### src/rtl/pci_dpar_pkg.sv
package pci_dpar_pkg;

   // Output sequencer for the sustained tri-state error line
   typedef enum logic [1:0] {
      PERR_IDLE = 2'd0,
      PERR_LOW  = 2'd1,
      PERR_HIGH = 2'd2
   } perr_st_t;

   // One parity error event as seen by the status logic
   typedef struct packed {
      logic detect;
      logic report;
   } perr_evt_t;

endpackage

### src/rtl/pci_dpar_calc.sv
module pci_dpar_calc #(
   parameter int AD_W    = 32,
   parameter int BE_W    = 4,
   parameter bit ODD_PAR = 1'b0
) (
   input  logic            clk,
   input  logic            rst_n,
   input  logic            accept,
   input  logic [AD_W-1:0] ad,
   input  logic [BE_W-1:0] cbe,
   input  logic            par,
   output logic            rd_err
);

   logic s1_vld;
   logic s1_sum;
   logic mism;

   // Stage 1: fold data and byte enables of the accepted phase
   always_ff @(posedge clk) begin
      if (!rst_n) begin
         s1_vld <= 1'b0;
         s1_sum <= 1'b0;
      end else begin
         s1_vld <= accept;
         s1_sum <= ^{ad, cbe};
      end
   end

   // Parity line arrives one clock after the data
   assign mism = s1_sum ^ par;

   generate
      if (ODD_PAR) begin : g_odd
         assign rd_err = s1_vld & ~mism;
      end else begin : g_even
         assign rd_err = s1_vld & mism;
      end
   endgenerate

endmodule

### src/rtl/pci_perr_drive.sv
module pci_perr_drive
   import pci_dpar_pkg::*;
(
   input  logic clk,
   input  logic rst_n,
   input  logic assert_low,
   output logic perr_n,
   output logic perr_oe
);

   perr_st_t st_q;
   perr_st_t st_d;

   always_comb begin
      st_d = st_q;
      unique case (st_q)
         PERR_IDLE: st_d = assert_low ? PERR_LOW : PERR_IDLE;
         PERR_LOW:  st_d = assert_low ? PERR_LOW : PERR_HIGH;
         PERR_HIGH: st_d = assert_low ? PERR_LOW : PERR_IDLE;
         default:   st_d = PERR_IDLE;
      endcase
   end

   always_ff @(posedge clk) begin
      if (!rst_n) st_q <= PERR_IDLE;
      else        st_q <= st_d;
   end

   assign perr_n  = (st_q != PERR_LOW);
   assign perr_oe = (st_q != PERR_IDLE);

endmodule

### src/rtl/pci_dpar_status.sv
module pci_dpar_status
   import pci_dpar_pkg::*;
#(
   parameter int STAT_W  = 16,
   parameter int DET_BIT = 15,
   parameter int REP_BIT = 8
) (
   input  logic              clk,
   input  logic              rst_n,
   input  perr_evt_t         evt,
   input  logic              clr_wr,
   input  logic [STAT_W-1:0] clr_data,
   output logic [STAT_W-1:0] stat_word
);

   localparam logic [STAT_W-1:0] DET_M  = STAT_W'(1) << DET_BIT;
   localparam logic [STAT_W-1:0] REP_M  = STAT_W'(1) << REP_BIT;
   localparam logic [STAT_W-1:0] IMPL_M = DET_M | REP_M;

   logic [STAT_W-1:0] stat_q;
   logic [STAT_W-1:0] set_vec;
   logic [STAT_W-1:0] clr_vec;

   assign set_vec = (evt.detect ? DET_M : '0) | (evt.report ? REP_M : '0);
   assign clr_vec = clr_wr ? clr_data : '0;

   // Set has priority over a write-one-to-clear on the same edge
   always_ff @(posedge clk) begin
      if (!rst_n) stat_q <= '0;
      else        stat_q <= ((stat_q & ~clr_vec) | set_vec) & IMPL_M;
   end

   assign stat_word = stat_q;

endmodule

### src/rtl/pci_dpar_monitor.sv
module pci_dpar_monitor
   import pci_dpar_pkg::*;
#(
   parameter int AD_W    = 32,
   parameter bit ODD_PAR = 1'b0,
   parameter int STAT_W  = 16,
   parameter int DET_BIT = 15,
   parameter int REP_BIT = 8
) (
   input  logic              clk,
   input  logic              rst_n,
   input  logic              resp_en,
   input  logic              rd_phase,
   input  logic              wr_watch,
   input  logic              irdy_n,
   input  logic              trdy_n,
   input  logic [AD_W-1:0]   ad,
   input  logic [AD_W/8-1:0] cbe,
   input  logic              par,
   input  logic              perr_in_n,
   input  logic              clr_wr,
   input  logic [STAT_W-1:0] clr_data,
   output logic              perr_n,
   output logic              perr_oe,
   output logic [STAT_W-1:0] stat_word
);

   localparam int BE_W = AD_W / 8;

   generate
      if (AD_W % 8 != 0 || AD_W < 8) begin : g_bad_width
         $error("AD_W must be a positive multiple of 8");
      end
      if (DET_BIT >= STAT_W || REP_BIT >= STAT_W) begin : g_bad_pos
         $error("status bit position outside the status word");
      end
      if (DET_BIT == REP_BIT) begin : g_same_pos
         $error("detected and reported bits must differ");
      end
   endgenerate

   logic      accept;
   logic      rd_err;
   logic      wr_err;
   perr_evt_t evt;

   assign accept = rd_phase & ~irdy_n & ~trdy_n;
   assign wr_err = wr_watch & ~perr_in_n;

   pci_dpar_calc #(
      .AD_W    (AD_W),
      .BE_W    (BE_W),
      .ODD_PAR (ODD_PAR)
   ) i_calc (
      .clk    (clk),
      .rst_n  (rst_n),
      .accept (accept),
      .ad     (ad),
      .cbe    (cbe),
      .par    (par),
      .rd_err (rd_err)
   );

   pci_perr_drive i_drive (
      .clk        (clk),
      .rst_n      (rst_n),
      .assert_low (rd_err & resp_en),
      .perr_n     (perr_n),
      .perr_oe    (perr_oe)
   );

   assign evt.detect = rd_err | wr_err;
   assign evt.report = (rd_err | wr_err) & resp_en;

   pci_dpar_status #(
      .STAT_W  (STAT_W),
      .DET_BIT (DET_BIT),
      .REP_BIT (REP_BIT)
   ) i_status (
      .clk       (clk),
      .rst_n     (rst_n),
      .evt       (evt),
      .clr_wr    (clr_wr),
      .clr_data  (clr_data),
      .stat_word (stat_word)
   );

endmodule

### config.mk
export PLATFORM = sky130hd
export DESIGN_NAME = pci_dpar_monitor
export DESIGN_NICKNAME = d
export VERILOG_FILES = /design/src/rtl/pci_dpar_pkg.sv /design/src/rtl/pci_dpar_calc.sv /design/src/rtl/pci_perr_drive.sv /design/src/rtl/pci_dpar_status.sv /design/src/rtl/pci_dpar_monitor.sv
export SDC_FILE = /design/constraint.sdc
export NUM_CORES = 1
export LEC_CHECK = 0
export ABC_AREA = 1
export ABC_CLOCK_PERIOD_IN_PS = 2400
export BUFFER_PORTS_ARGS = -buffer_cell sky130_fd_sc_hd__buf_2
export CORE_MARGIN = 2
export CORE_UTILIZATION = 40
export DETAILED_ROUTE_END_ITERATION = 6
export GPL_TIMING_DRIVEN = 0
export PLACE_DENSITY = 0.76
export SLEW_MARGIN = 30
export SYNTH_ARGS = -nofsm -noshare
export SYNTH_HDL_FRONTEND = slang
export SYNTH_HIERARCHICAL = 1
export SYNTH_SLANG_ARGS = --single-unit
### constraint.sdc
create_clock -name clk -period 2.4 [get_ports clk]
set_input_delay 0.12 -clock clk [delete_from_list [all_inputs] [get_ports clk]]
set_output_delay 0.12 -clock clk [all_outputs]
set_load 0.05 [all_outputs]
Word level (Yosys, flattened, before mapping) --
Index checks and enable logic that the tools add are counted. W data, S select, Z words.
Cells by class: equal/unequal tests 3, mux-type cells 6, bitwise gates (word level) 15, reductions and logical operators 4
Operators with widths (count):
- $reduce_xor A36 Y1 | 1
- $mux W16 | 2
- $or A16 B16 Y16 | 2
- $and A16 B16 Y16 | 1
- $not A16 Y16 | 1
- $mux W9 | 1
- $and A1 B1 Y1 | 6
- $pmux W2 S2 | 1
- $not A1 Y1 | 3
- $eq A2 B1 Y1 const B | 1
- $eq A2 B2 Y1 const B | 1
- $logic_not A2 Y1 | 1
- $mux W2 | 1
- $ne A2 B1 Y1 const B | 1
- $reduce_bool A2 Y1 | 1
- $reduce_or A2 Y1 | 1
- $mux W1 | 1
- $or A1 B1 Y1 | 1
- $xor A1 B1 Y1 | 1
Word-level totals: register bits 20, input port bits 62, output and inout bits 18, word-level logic and storage cells 33

Depth between registers and ports, before layout --
word-level depth 7, depth in mapped cells 13, depth with buffers taken out 13

Cells and area by module --
Netlist, hierarchy kept.
Modules (own cells, without submodules):
- pci_dpar_calc | times used 1, cells each 198, area each 879.6 µm²
- pci_dpar_status | times used 1, cells each 26, area each 185.2 µm²
- pci_perr_drive | times used 1, cells each 12, area each 85.1 µm²
- pci_dpar_monitor | times used 1, cells each 9, area each 50.0 µm²

Worst setup path before layout --
No wires, ideal clock.
path type input to register, start in ad[25], end reg i_calc.s1_sum, library setup time 0.116 ns, arrival time 0.873 ns, required time 2.284 ns, path slack 1.411 ns, cell stages on the path 12, buffers on the path 0, cell sequence inv_1 -> nand2_1 -> nand2_1 -> nand2_1 -> nand2_1 -> inv_1 -> nand2_1 -> nand2_1 -> nand2_1 -> nand3_2 -> a21oi_1 -> nor2_2
Between the ends: cells in the longest elaborated chain, start to end 1
RTL lines:
- start, declared | line pci_dpar_monitor.sv:17 | input logic [AD_W-1:0] ad,
- $reduce_xor A36 Y1 | line pci_dpar_calc.sv:26 | s1_sum <= ^{ad, cbe};
- end signal, assigned | line pci_dpar_calc.sv:26
- end, declared | line pci_dpar_calc.sv:16 | logic s1_sum;
Every way passes these cells. A chain may end at the register's enable or synchronous reset.

Worst setup path in the final report --
start reg i_drive.st_q[1], end out perr_oe
Between the ends: cells in the longest elaborated chain, start to end 1
RTL lines:
- start, declared | line pci_perr_drive.sv:11 | perr_st_t st_q;
- start signal, assigned | line pci_perr_drive.sv:26 | else st_q <= st_d;
- $reduce_bool A2 Y1 | line pci_perr_drive.sv:30 | assign perr_oe = (st_q != PERR_IDLE);
- end, declared | line pci_dpar_monitor.sv:24 | output logic perr_oe,
Every way passes these cells.

==> reports/metrics.cfg <==
[grt]
grt-ovfl-total=0
first_global_vias=1160
grt_pass1_wl_um=3910
grt_util_all_layers=0.137
grt_max_degree=6
antenna_found_initial=0

[setup_path]
startpoint=i_drive/st_q[1]
timing.rr.start=i_calc/s1_sum
crit_required_ns=2.28
crit_path_end_kind=primary output
reg2reg_to=i_status/stat_word[8]
ff2ff_setup_slack_ns=1.45
cp_max_fo=3
endpoint=perr_oe
critPathLaunchType=flop
arrival_ns=0.98
ff2ff_path_depth=7
crit_type=reg2out

[finish]
num_antenna_cells=0
layout_commonest_cell=nand2_1
nFillCells=315
nets=376
final_cell_mix=nand2_1, buf_2, inv_1, buf_4, conb_1
drive_gt1_frac=0.272
area_growth_pct=30.4

[synthesis]
synthDistinctLibCells=18
syn_area_sq_um=1200
yosysSeqAreaShare=0.100
yosysWarnings=6
synth.avg_cell_area_sq_um=4.90
ys_seq_elements=6
synth_cells=245

[routing]
num_vias=1401
wl_per_cell_um=6.71
viasPerCell=4.08
route.detailed.drc=6
drt-total-wl_um=2300
final_antenna_net_count=0
firstDrtPassIters=6
drt_iter0_markers=51

[floorplan]
coreArea_sq_um=2810
io_pins=80
die_height_um=58.8
die_area_sq_um=3450
initial_core_util=0.428
die_w_um=58.8
rows=19

[timing]
fmax_mhz=909
finalCritPeriodShare=0.458
grt_setup_unrepaired=false
setup_violations=0
finalSetupTns_ns=0
drv_slew=0
whs_ns=0.117
fin_crit_ns=1.10
finalHoldViolCount=0
fin_skew_ns=0.00520

[outcome]
outcome=finished, violations left
violations=DRC

[cts]
cts_setup_buffers=0
clk_pin_slew_ns=0.05
cts_htree_levels=1
cts_tree=done
cts-root-buf=clkbuf_4
postCtsHoldBufs=0
clock_latency_ns=0.24
cts.sinks=6
cts.path.max_buffers=2
cts_resized=0
cts_buffers=3

[placement]
finalWeightedCongestion=0.777
hpwl_um=2120
portBuffers=51

[power]
p_leak_nw=1.08
ir_drop_mv=0.149
p_per_area_nw_per_um2=337

[hold_path]
hp-class=in2reg

[job]
drv_cap=0

## through the flow
step	util	cells	power [mW]	worst slack [ns]	cell area [sq um]
floorplan	-	258	0.358	1.41	1250
CTS	0.558	343	0.532	1.29	1570
global route	0.558	343	0.590	1.23	1570
detailed placement	0.550	340	0.438	1.17	1540
global placement	0.550	340	0.431	1.19	1540
finish	0.558	343	0.527	1.30	1570
## routing by layer
metal | part of all wire | GRT usage | vias to the layer above
li1 | - | - | 817
met1 | 0.45 | 0.170 | 538
met2 | 0.46 | 0.240 | 46
met3 | 0.089 | 0.0352 | 0
met4 | 0 | 0.0227 | 0
met5 | 0 | 0 | -
## cells in the mapped netlist, drive strengths merged
cell type,n,area share
nand2,150,0.48
inv,37,0.12
buf,14,0.088
nor2,11,0.041
xnor2,10,0.079
dfxtp,6,0.10
nand3,6,0.033
a21oi,4,0.020
xor2,4,0.029
conb,1,0.0031
nor3b,1,0.010
or2,1,0.0052
## worst max-delay path, stage by stage (launching register included)
cell and delay [ns]:
dfxtp_1 0.31, or2_1 0.21, buf_2 0.21
## where the power goes
group / internal [mW] / leakage (nW) / switching [mW]
Sequential: 0.107 / 0.0491 / 0.00293
Combinational: 0.124 / 1.02 / 0.201
Clock: 0.0565 / 0.0138 / 0.0354
## state kept, by name, indices dropped and copies added, names as in the netlist
name                count
i_status/stat_word      2
i_calc/s1_sum           1
i_drive/st_q            2
i_calc/s1_vld           1
## cell type report
class / count / area, sq um / share of cell area
buffer: 14 / 105 / 0.0671
clock buffer: 3 / 22.5 / 0.0144
inverter: 37 / 139 / 0.0887
multi-input combinational: 201 / 885 / 0.565
sequential: 6 / 120 / 0.0767
tap: 31 / 38.8 / 0.0248
timing repair buffer: 51 / 255 / 0.163
## worst min-delay path by stage
stage,start,end,slack [ns],cells past startpoint
6_report,irdy_n,i_calc/s1_vld,0.12,4
3_3_place_gp,irdy_n,i_calc/s1_vld,0.36,4
2_1_floorplan,rst_n,i_calc/s1_vld,0.22,2
5_1_grt,irdy_n,i_calc/s1_vld,0.13,4
3_5_place_dp,irdy_n,i_calc/s1_vld,0.37,4
4_1_cts,irdy_n,i_calc/s1_vld,0.11,4
## kinds of logic after synthesis
family,synth area share
AND/OR/NAND/NOR,0.565
XOR/XNOR,0.108
other,0.00313
flip-flops,0.100
AO/OA/AOI/OAI,0.0198
buffers and inverters,0.203
Note: power is estimated with default switching activity, not from simulation.
